### src/rtl/rtc_idx_pkg.sv
`timescale 1ns/1ps
package rtc_idx_pkg;
   localparam int unsigned IDX_CTRL_A = 10;
   localparam int unsigned IDX_MODE_B = 11;
   localparam int unsigned IDX_STAT_C = 12;
   localparam int unsigned IDX_VALID_D = 13;

   localparam int unsigned B_SET = 7;
   localparam int unsigned B_PIE = 6;
   localparam int unsigned B_AIE = 5;
   localparam int unsigned B_UIE = 4;

   localparam logic [6:0] A_RESET = 7'h26;
   localparam logic [7:0] B_RESET = 8'h02;
   localparam logic [7:0] D_VALUE = 8'h80;

   typedef struct packed {
      logic pf;
      logic af;
      logic uf;
   } rtc_flags_t;
endpackage

### src/rtl/rtc_uip_timer.sv
`timescale 1ns/1ps
module rtc_uip_timer #(
   parameter int unsigned TICKS_PER_SEC = 32768,
   parameter int unsigned UIP_TICKS = 8
) (
   input  logic       clk,
   input  logic       rst_n,
   input  logic       tick_i,
   input  logic [2:0] div_code_i,
   input  logic       div_wr_i,
   input  logic [2:0] div_new_i,
   input  logic       set_i,
   output logic       uip_o,
   output logic       upd_o
);
   localparam int unsigned CW = $clog2(TICKS_PER_SEC);
   localparam logic [CW-1:0] LAST = CW'(TICKS_PER_SEC - 1);
   localparam logic [CW-1:0] HALF = CW'(TICKS_PER_SEC / 2);
   localparam logic [CW-1:0] WIN_START = CW'(TICKS_PER_SEC - UIP_TICKS);

   if (TICKS_PER_SEC < 4) begin : g_bad_tps
      $error("TICKS_PER_SEC must be at least 4");
   end
   if (UIP_TICKS < 1 || UIP_TICKS >= TICKS_PER_SEC / 2) begin : g_bad_uip
      $error("UIP_TICKS must lie between 1 and TICKS_PER_SEC/2");
   end

   logic [CW-1:0] cnt_q;
   logic          held, running, release_now;

   assign held        = (div_code_i[2:1] == 2'b11);
   assign running     = (div_code_i <= 3'd2);
   assign release_now = div_wr_i && held && (div_new_i <= 3'd2);

   always_ff @(posedge clk or negedge rst_n) begin
      if (!rst_n) begin
         cnt_q <= '0;
         upd_o <= 1'b0;
      end else begin
         upd_o <= 1'b0;
         if (release_now) begin
            cnt_q <= HALF;
         end else if (held) begin
            cnt_q <= '0;
         end else if (tick_i && running) begin
            if (cnt_q == LAST) begin
               cnt_q <= '0;
               upd_o <= !set_i;
            end else begin
               cnt_q <= cnt_q + 1'b1;
            end
         end
      end
   end

   assign uip_o = running && !set_i && (cnt_q >= WIN_START);

   // every update strobe follows a cycle in which the window was open
   a_r11_update_in_window: assert property (@(posedge clk) disable iff (!rst_n)
      upd_o |-> $past(uip_o));
   // a held divider never produces an update
   a_r12_held_no_update: assert property (@(posedge clk) disable iff (!rst_n)
      held |=> !upd_o);
endmodule

### src/rtl/rtc_irq_status.sv
`timescale 1ns/1ps
module rtc_irq_status
   import rtc_idx_pkg::*;
(
   input  logic       clk,
   input  logic       rst_n,
   input  rtc_flags_t set_i,
   input  logic       clr_i,
   input  rtc_flags_t en_i,
   output rtc_flags_t flags_o,
   output logic       irqf_o
);
   rtc_flags_t flags_q;

   always_ff @(posedge clk or negedge rst_n) begin
      if (!rst_n) flags_q <= '0;
      else        flags_q <= (clr_i ? rtc_flags_t'('0) : flags_q) | set_i;
   end

   assign flags_o = flags_q;
   assign irqf_o  = |(flags_q & en_i);

   // a status read with no coincident pulse leaves no flag behind
   a_r6_read_clears: assert property (@(posedge clk) disable iff (!rst_n)
      (clr_i && set_i == '0) |=> (flags_q == '0));
   // a pulse coinciding with a clearing read is kept
   a_r13_pulse_survives: assert property (@(posedge clk) disable iff (!rst_n)
      (clr_i && set_i.pf) |=> flags_q.pf);
endmodule

### src/rtl/rtc_index_port.sv
`timescale 1ns/1ps
module rtc_index_port
   import rtc_idx_pkg::*;
#(
   parameter int unsigned INDEX_W = 7,
   parameter int unsigned TICKS_PER_SEC = 32768,
   parameter int unsigned UIP_TICKS = 8,
   parameter bit CLEAR_RAM = 1'b0
) (
   input  logic       clk,
   input  logic       rst_n,
   input  logic       tick_32k,
   input  logic       port_sel,
   input  logic       wr_en,
   input  logic       rd_en,
   input  logic [7:0] wr_data,
   input  logic       pf_set,
   input  logic       af_set,
   input  logic       uf_set,
   output logic [7:0] rd_data,
   output logic       irq,
   output logic       sec_update
);
   localparam int unsigned NUM_BYTES = 1 << INDEX_W;
   localparam logic [INDEX_W-1:0] I_A = INDEX_W'(IDX_CTRL_A);
   localparam logic [INDEX_W-1:0] I_B = INDEX_W'(IDX_MODE_B);
   localparam logic [INDEX_W-1:0] I_C = INDEX_W'(IDX_STAT_C);
   localparam logic [INDEX_W-1:0] I_D = INDEX_W'(IDX_VALID_D);

   if (INDEX_W < 4 || INDEX_W > 7) begin : g_bad_index
      $error("INDEX_W must lie between 4 and 7");
   end

   logic [INDEX_W-1:0] idx_q;
   logic [6:0]         a_q;
   logic [7:0]         b_q;
   logic [7:0]         mem [NUM_BYTES];
   logic               odd_wr, wr_a, wr_b, rd_c, is_special, ram_wr;
   logic               uip, irqf;
   rtc_flags_t         flags, pulses, enables;

   assign odd_wr     = wr_en && port_sel;
   assign is_special = (idx_q == I_A) || (idx_q == I_B) || (idx_q == I_C) || (idx_q == I_D);
   assign wr_a       = odd_wr && (idx_q == I_A);
   assign wr_b       = odd_wr && (idx_q == I_B);
   assign ram_wr     = odd_wr && !is_special;
   assign rd_c       = rd_en && port_sel && (idx_q == I_C);

   always_ff @(posedge clk or negedge rst_n) begin
      if (!rst_n) begin
         idx_q <= '0;
         a_q   <= A_RESET;
         b_q   <= B_RESET;
      end else begin
         if (wr_en && !port_sel) idx_q <= wr_data[INDEX_W-1:0];
         if (wr_a) a_q <= wr_data[6:0];
         if (wr_b) b_q <= wr_data[B_SET] ? (wr_data & ~(8'h1 << B_UIE)) : wr_data;
      end
   end

   if (CLEAR_RAM) begin : g_ram_cleared
      always_ff @(posedge clk or negedge rst_n) begin
         if (!rst_n) begin
            for (int i = 0; i < NUM_BYTES; i++) mem[i] <= 8'h00;
         end else if (ram_wr) begin
            mem[idx_q] <= wr_data;
         end
      end
   end else begin : g_ram_plain
      always_ff @(posedge clk) begin
         if (ram_wr) mem[idx_q] <= wr_data;
      end
   end

   always_ff @(posedge clk or negedge rst_n) begin
      if (!rst_n) begin
         rd_data <= 8'h00;
      end else if (rd_en) begin
         if (!port_sel)          rd_data <= 8'hFF;
         else if (idx_q == I_A)  rd_data <= {uip, a_q};
         else if (idx_q == I_B)  rd_data <= b_q;
         else if (idx_q == I_C)  rd_data <= {irqf, flags.pf, flags.af, flags.uf, 4'b0000};
         else if (idx_q == I_D)  rd_data <= D_VALUE;
         else                    rd_data <= mem[idx_q];
      end
   end

   assign pulses  = '{pf: pf_set, af: af_set, uf: uf_set};
   assign enables = '{pf: b_q[B_PIE], af: b_q[B_AIE], uf: b_q[B_UIE]};

   rtc_irq_status u_status (
      .clk     (clk),
      .rst_n   (rst_n),
      .set_i   (pulses),
      .clr_i   (rd_c),
      .en_i    (enables),
      .flags_o (flags),
      .irqf_o  (irqf)
   );

   rtc_uip_timer #(
      .TICKS_PER_SEC (TICKS_PER_SEC),
      .UIP_TICKS     (UIP_TICKS)
   ) u_timer (
      .clk        (clk),
      .rst_n      (rst_n),
      .tick_i     (tick_32k),
      .div_code_i (a_q[6:4]),
      .div_wr_i   (wr_a),
      .div_new_i  (wr_data[6:4]),
      .set_i      (b_q[B_SET]),
      .uip_o      (uip),
      .upd_o      (sec_update)
   );

   assign irq = irqf;

   // SET written with the update enable still stores it as zero
   a_r9_set_drops_uie: assert property (@(posedge clk) disable iff (!rst_n)
      (wr_b && wr_data[B_SET]) |=> !b_q[B_UIE]);
   // the window stays closed while SET holds the registers
   a_r9_set_hides_uip: assert property (@(posedge clk) disable iff (!rst_n)
      b_q[B_SET] |-> !uip);
   // an enabled periodic pulse raises the line
   a_r7_enabled_pulse_irq: assert property (@(posedge clk) disable iff (!rst_n)
      (pf_set && b_q[B_PIE] && !wr_b) |=> irq);
   // enabling an already pending flag raises the line at once
   a_r8_pending_enable_irq: assert property (@(posedge clk) disable iff (!rst_n)
      (wr_b && !rd_c && |({wr_data[B_PIE], wr_data[B_AIE], wr_data[B_UIE] & ~wr_data[B_SET]} & flags))
      |=> irq);
   // the valid byte never changes what it returns
   a_r4_valid_constant: assert property (@(posedge clk) disable iff (!rst_n)
      (rd_en && port_sel && idx_q == I_D) |=> (rd_data == D_VALUE));
endmodule

### config.mk
export PLATFORM = sky130hd
export DESIGN_NAME = rtc_index_port
export DESIGN_NICKNAME = d
export VERILOG_FILES = /design/src/rtl/rtc_idx_pkg.sv /design/src/rtl/rtc_uip_timer.sv /design/src/rtl/rtc_irq_status.sv /design/src/rtl/rtc_index_port.sv
export SDC_FILE = /design/constraint.sdc
export NUM_CORES = 1
export LEC_CHECK = 0
export BUFFER_PORTS_ARGS = -buffer_cell sky130_fd_sc_hd__buf_4
export CORE_MARGIN = 2
export CORE_UTILIZATION = 55
export DETAILED_ROUTE_END_ITERATION = 8
export GPL_TIMING_DRIVEN = 1
export PLACE_DENSITY = 0.75
export SYNTH_ARGS = -nofsm -noshare
export SYNTH_HDL_FRONTEND = slang
export SYNTH_SLANG_ARGS = --single-unit
export TNS_END_PERCENT = 100
### constraint.sdc
create_clock -name clk -period 3.8 [get_ports clk]
set_input_delay 0.19 -clock clk [delete_from_list [all_inputs] [get_ports clk]]
set_output_delay 0.19 -clock clk [all_outputs]
set_load 0.01 [all_outputs]
==> metrics.csv, run 1 <==
metric,value,unit
post-DR wirelength/cell,33.4,um
min cycle time layout,3.74,ns
CTS tree,built,
worst rel slew slack,-0.00377,
maxcap violations,2,
synth unique cells,79,
largest family of logic cells by synthesized area,compound AO/OA/AOI/OAI gates,
critical path endpoint category,flip-flop,
initial cell density of the core,0.555,
GRT Total Usage,0.324,
Lkg Pwr,0.0159,uW
critical path class,flip-flop to flip-flop,
Post-Synth XOR/XNOR Area,0.000624,
setup_tns,0,ns
"Top FF cell, synth",edfxtp_1,
endpoints failing setup,0,
CORE AREA,75800,um2
"count leader, synth",edfxtp_1,
"Req. time, crit path",4.36,ns
Synth Area in Simple Gates,0.0419,
largest net degree at the start of global routing,102,
Ports,27,
failing checks,"capacitance limit, slew limit",
DR vias,26400,
PostCTS Resize Cnt,0,
clk_lat worst skew,0.70,ns
final hold vios,0,
Critical path buffers and inverters,1,
maximum vdd drop,0.348,mV
pins over their slew limit,6,
die footprint,78800,um2
# fillers,5045,
Die Y,281,um
final core occ,0.640,
nets@finish,2735,
Syn Std Cell Area,42100,um2
Clock transition at path regs,0.07,ns
vias per cell,6.99,
GP Congestion,0.984,
synth warn,0,
post-synth top area share,0.730,
Initial DRC Count,4613,
sequential element share of the synthesized area,0.759,
grt ovf,0,
Seq. cell area,32000,um2
multi-input logic area,9370,um2
Mapped Cells,2438,
Crit path largest cell delay,1.19,ns
fraction of layout cells with a size suffix above 1,0.228,
first-pass GRT wire length,183000,um
H-tree Lvls,3,
chip width,281,um
initial antenna violation count,3,
total CTS buffers,103,
worst path cell trace,buf_4 > mux2_2 > a221oi_1 > nor2_1 > a2111oi_0 > nor4_1 > nor3_1 > a21oi_1,
Final HPWL DP,77900,um
number of enable flip-flop cells after synthesis,1023,
"Max FO, Critical Path",31,
arrival time worst endpoint,4.30,ns
Adder-Cell Fraction of Synth Area,0.000594,
synthesized area per cell,17.3,um2
CP top delay family,compound AO/OA/AOI/OAI gates,
Critical Path Source Type,flip-flop,
CTS Sinks,1072,
vias in the first global route,26300,
cell taking the most area after synthesis,edfxtp_1,
worst clock skew,0.0351,ns
synth top area cells,"edfxtp_1, mux4_2, dfrtp_1, mux2_2, a221oi_1",
RSZ-0062 raised after global routing,false,
status,"complete, but fails checks",
post-route ant nets,0,
"FF+latch count, synth",1072,
Detailed Route WL,126000,um
P&R area growth vs syn,15.2,%
cell area power density,556,nW/um2
Post-synth ARST share,0.0457,
complex-gate fraction of the synthesized area,0.0999,
Synth top cells by count,"edfxtp_1, nor2_1, nand2_1",
clock tree buffer depth,3,
FMAX,267,MHz
Tcrit/Tclk final,0.985,
num rows,101,
multiplexer area fraction after synthesis,0.0756,
CTS root buffer,clkbuf_16,
worst min-delay path class,input port to flip-flop,
CP max-delay cell,a2111oi_0,
Slew @ Worst Pin,1.50,ns
DRT Pass-1 Iters,8,
# port buffers,26,
# DRC,0,
==> stage by stage <==
step	instance area (um2)	total power [uW]	worst slack, ns	std cells	hold slack (ns)
2_1_floorplan	42200	15100	1.07	2468	-0.106
3_3_place_gp	45000	16500	0.206	3583	0.293
3_5_place_dp	45000	16600	0.256	3583	0.289
4_1_cts	48500	26800	0.227	3781	0.0160
5_1_grt	48500	27500	0.0000622	3782	0.0363
6_report	48500	27000	0.0583	3782	0.0366
==> cell families (layout without fill, tap and decap cells) <==
family | after synthesis | after routing
AND/OR/NAND/NOR | 402 | 402
multiplexers | 213 | 213
AO/OA/AOI/OAI | 572 | 572
other | 1 | 32
adder cells (fa/ha/maj) | 2 | 2
buffers and inverters | 173 | 508
flip-flops | 1072 | 1072
XOR/XNOR | 3 | 3
==> routing by layer <==
metal	track usage	up-vias	wire, um	share of wire
met5	0.00563	-	95	0.00075
met4	0.169	5	7950	0.063
met3	0.0966	487	18200	0.14
met2	0.478	2352	55600	0.44
met1	0.440	13100	44500	0.35
li1	-	10500	-	-
==> cell type report <==
class                   count  area share
clock buffers             137      0.0564
flip-flops and latches   1072       0.659
well taps                 978      0.0252
repair buffers            303      0.0506
clock inverters            55      0.0143
diodes                      1   0.0000516
multi-input cells        1223       0.193
inverters                  13     0.00101
==> tightest hold or removal path, stage by stage <==
cell and delay, ns:
buf_4 0.14, nand4_1 0.21, a21o_1 0.15
==> where the power goes <==
part           internal (uW)  leakage (uW)  switching, uW
Combinational           1070       0.00441           2140
Clock                   6050       0.00165           4440
Sequential             13100       0.00980            186
Total                  20200        0.0159           6760
==> cells in the final DEF, fill, tap and decap left out, drive strengths merged, types with 18 or more instances in the layout <==
cell and n:
a221o 28, clkbuf 137, dfrtp 45, clkinv 29, mux4 75, nand2 128
mux2i 51, a31oi 32, a21oi 67, mux2 87, inv 18, edfxtp 1023
nor2 176, conb 31, buf 297, o21ai 92, a22o 32, a221oi 107
a22oi 106
==> path summary, 6_finish.rpt <==
| path | start | endpoint | slack, ns | depth (start not counted) |
|---|---|---|---|---|
| worst max-delay path | idx_q[2] | rd_data[1] | 0.06 | 8 |
| worst min-delay path | port_sel | u_status.flags_o[1] | 0.04 | 3 |
| worst max register to register | idx_q[2] | rd_data[1] | 0.06 | 8 |
| worst min register to register | u_status.flags_o[1] | u_status.flags_o[1] | 0.52 | 1 |
| max in group asynchronous | rst_n | idx_q[0] | 3.10 | 2 |
| min in group asynchronous | rst_n | u_status.flags_o[2] | 0.08 | 2 |
==> registers in the layout, summed over array words and instances (netlist names) <==
signal,flops
a_q,7
b_q,8
idx_q,7
mem,1023
rd_data,8
u_status.flags_o,3
u_timer.cnt_q,15
u_timer.upd_o,1
==> timing repair <==
action                                 4_1_cts  5_1_grt
endpoints found under the hold margin       55        0
buffers inserted                             0        0
hold buffers                                 6        0
Note: power is estimated with default switching activity, not from simulation.
==> run 2, diff against run 1 <==
Settings changed: MAX_ROUTING_LAYER set to met4.
==> run 2 against run 1 <==
Net effect:
- setup slack gained 0.26 ns
- first-iteration DRC count is 7.0% higher
- the run now ends clean
- non-clock buffer count down 7
- critical path type unchanged
- combinational power hardly changed
==> metrics.csv, run 2 (synthesis gave the netlist of run 1 again) <==
metric,value,unit,change
initial cell density of the core,0.555,,unchanged
DR vias,26300,,-0.37%
worst min-delay path class,input port to flip-flop,,
total CTS buffers,104,,+0.97%
num rows,101,,unchanged
setup_tns,0,ns,unchanged
met1 usage,0.441,,about the same
clock tree buffer depth,3,,unchanged
Critical Path Source Type,flip-flop,,
post-route ant nets,0,,unchanged
critical path class,flip-flop to flip-flop,,
Initial DRC Count,4934,,+7.0%
grt ovf,0,,unchanged
worst rel slew slack,0.0260,,+0.0298
# port buffers,26,,unchanged
Final HPWL DP,77300,um,-0.74%
clk_lat worst skew,0.69,ns,about the same
first-pass GRT wire length,182000,um,-0.40%
endpoints failing setup,0,,unchanged
arrival time worst endpoint,4.04,ns,-0.26 ns
DRT Pass-1 Iters,6,,-2
Die Y,281,um,unchanged
cell area power density,554,nW/um2,-0.36%
GRT met3 Usage,0.0858,,-0.0108
Slew @ Worst Pin,1.46,ns,-0.0446 ns
Post-CTS Setup Inserts,0,,unchanged
worst clock skew,0.0340,ns,-0.00114 ns
post-DR wirelength/cell,33.5,um,+0.13%
status,"complete, no violations",,
die footprint,78800,um2,unchanged
FMAX,287,MHz,+7.4%
largest net degree at the start of global routing,98,,-3.9%
maxcap violations,0,,-2
# DRC,0,,unchanged
Detailed Route WL,126000,um,about the same
H-tree Lvls,3,,unchanged
most frequent cells in the layout,"edfxtp_1, buf_4, nor2_1",,
Clock transition at path regs,0.06,ns,about the same
vias per cell,6.97,,-0.24%
initial antenna violation count,4,,+1
PnR worst setup slack,0.316,ns,+0.257 ns
Lkg Pwr,0.0159,uW,about the same
Final Instance Area,48500,um2,about the same
GRT Total Usage,0.334,,+0.00987
Biggest register,mem,,
chip width,281,um,unchanged
P&R area growth vs syn,15.2,%,about the same
nets@finish,2729,,-0.22%
"worst slack, placed",0.277,ns,+0.0209 ns
"Req. time, crit path",4.36,ns,about the same
Final Power,26900,uW,-0.38%
"Max FO, Critical Path",34,,+9.7%
Largest regs,"mem x1023, u_timer.cnt_q x15",,
vias in the first global route,25800,,-1.6%
Hold WS,0.0185,ns,-0.0181 ns
M2 GR Usage,0.484,,+0.00552
maximum vdd drop,0.404,mV,+16%
"commonest non-fill, non-tap cell in the layout",edfxtp_1,,
max reg flops,1023,,unchanged
DP Area,45000,um2,about the same
final hold vios,0,,unchanged
fraction of layout cells with a size suffix above 1,0.224,,-0.00392
Ports,27,,unchanged
CTS tree,built,,
global route hottest layer,met2,,
pins over their slew limit,0,,-6
min cycle time layout,3.48,ns,-0.257 ns
CORE AREA,75800,um2,unchanged
CTS Sinks,1072,,unchanged
critical path endpoint category,flip-flop,,
CTS root buffer,clkbuf_16,,
RSZ-0062 raised after global routing,false,,
GP Congestion,0.983,,-0.10%
Tcrit/Tclk final,0.917,,-0.0677
-- run 2: layout make-up --
cell class / instances / area (um2)
flip-flops and latches: 1072 / 32000
fillers: 5067 / 27300
multi-input cells: 1223 / 9370
clock buffers: 129 / 2710
repair buffers: 296 / 2460
well taps: 978 / 1220
clock inverters: 61 / 698
inverters: 13 / 48.8
diodes: 5 / 12.5
-- run 2: final timing paths --
kind,slack (ns),cells after the start,end,from
setup / recovery,0.32,8,rd_data[5],idx_q[1]
hold / removal,0.02,1,mem[25][6],wr_data[6]
setup reg to reg,0.32,8,rd_data[5],idx_q[1]
hold reg to reg,0.52,1,u_status.flags_o[2],u_status.flags_o[2]
max in group asynchronous,3.08,2,idx_q[1],rst_n
min in group asynchronous,0.11,2,u_status.flags_o[1],rst_n
-- run 2: per-stage QoR --
stage,cells,util
detailed placement,3575,0.594
CTS,3771,0.639
floorplan,2468,-
global route,3777,0.639
global placement,3575,0.594
finish,3777,0.639
-- run 2: timing repair --
action                                 4_1_cts  5_1_grt
hold buffers                                 6        0
endpoints found under the hold margin       50        0
resized for setup                            0        0
-- run 2: report_power, final --
group	leakage (uW)	internal, uW	switching, uW	total [uW]
combinational	0.00439	1070	2160	3230
clock	0.00166	6000	4380	10400
sequential	0.00980	13100	161	13200
total	0.0159	20200	6700	26900
-- run 2: worst max-delay path, stage by stage, from the launching register on --
cell and delay (ns):
dfrtp_4 0.65, and3b_2 0.42, buf_12 0.25, a22o_1 0.26, a221oi_1 0.22, a31oi_1 0.21
nor3_1 0.91, and4_1 0.34, a21oi_1 0.06
-- run 2: layer usage --
metal	vias to the layer above	share of wire
met4	0	0.062
met5	-	0
met2	2222	0.45
met3	481	0.14
li1	10500	-
met1	13200	0.35
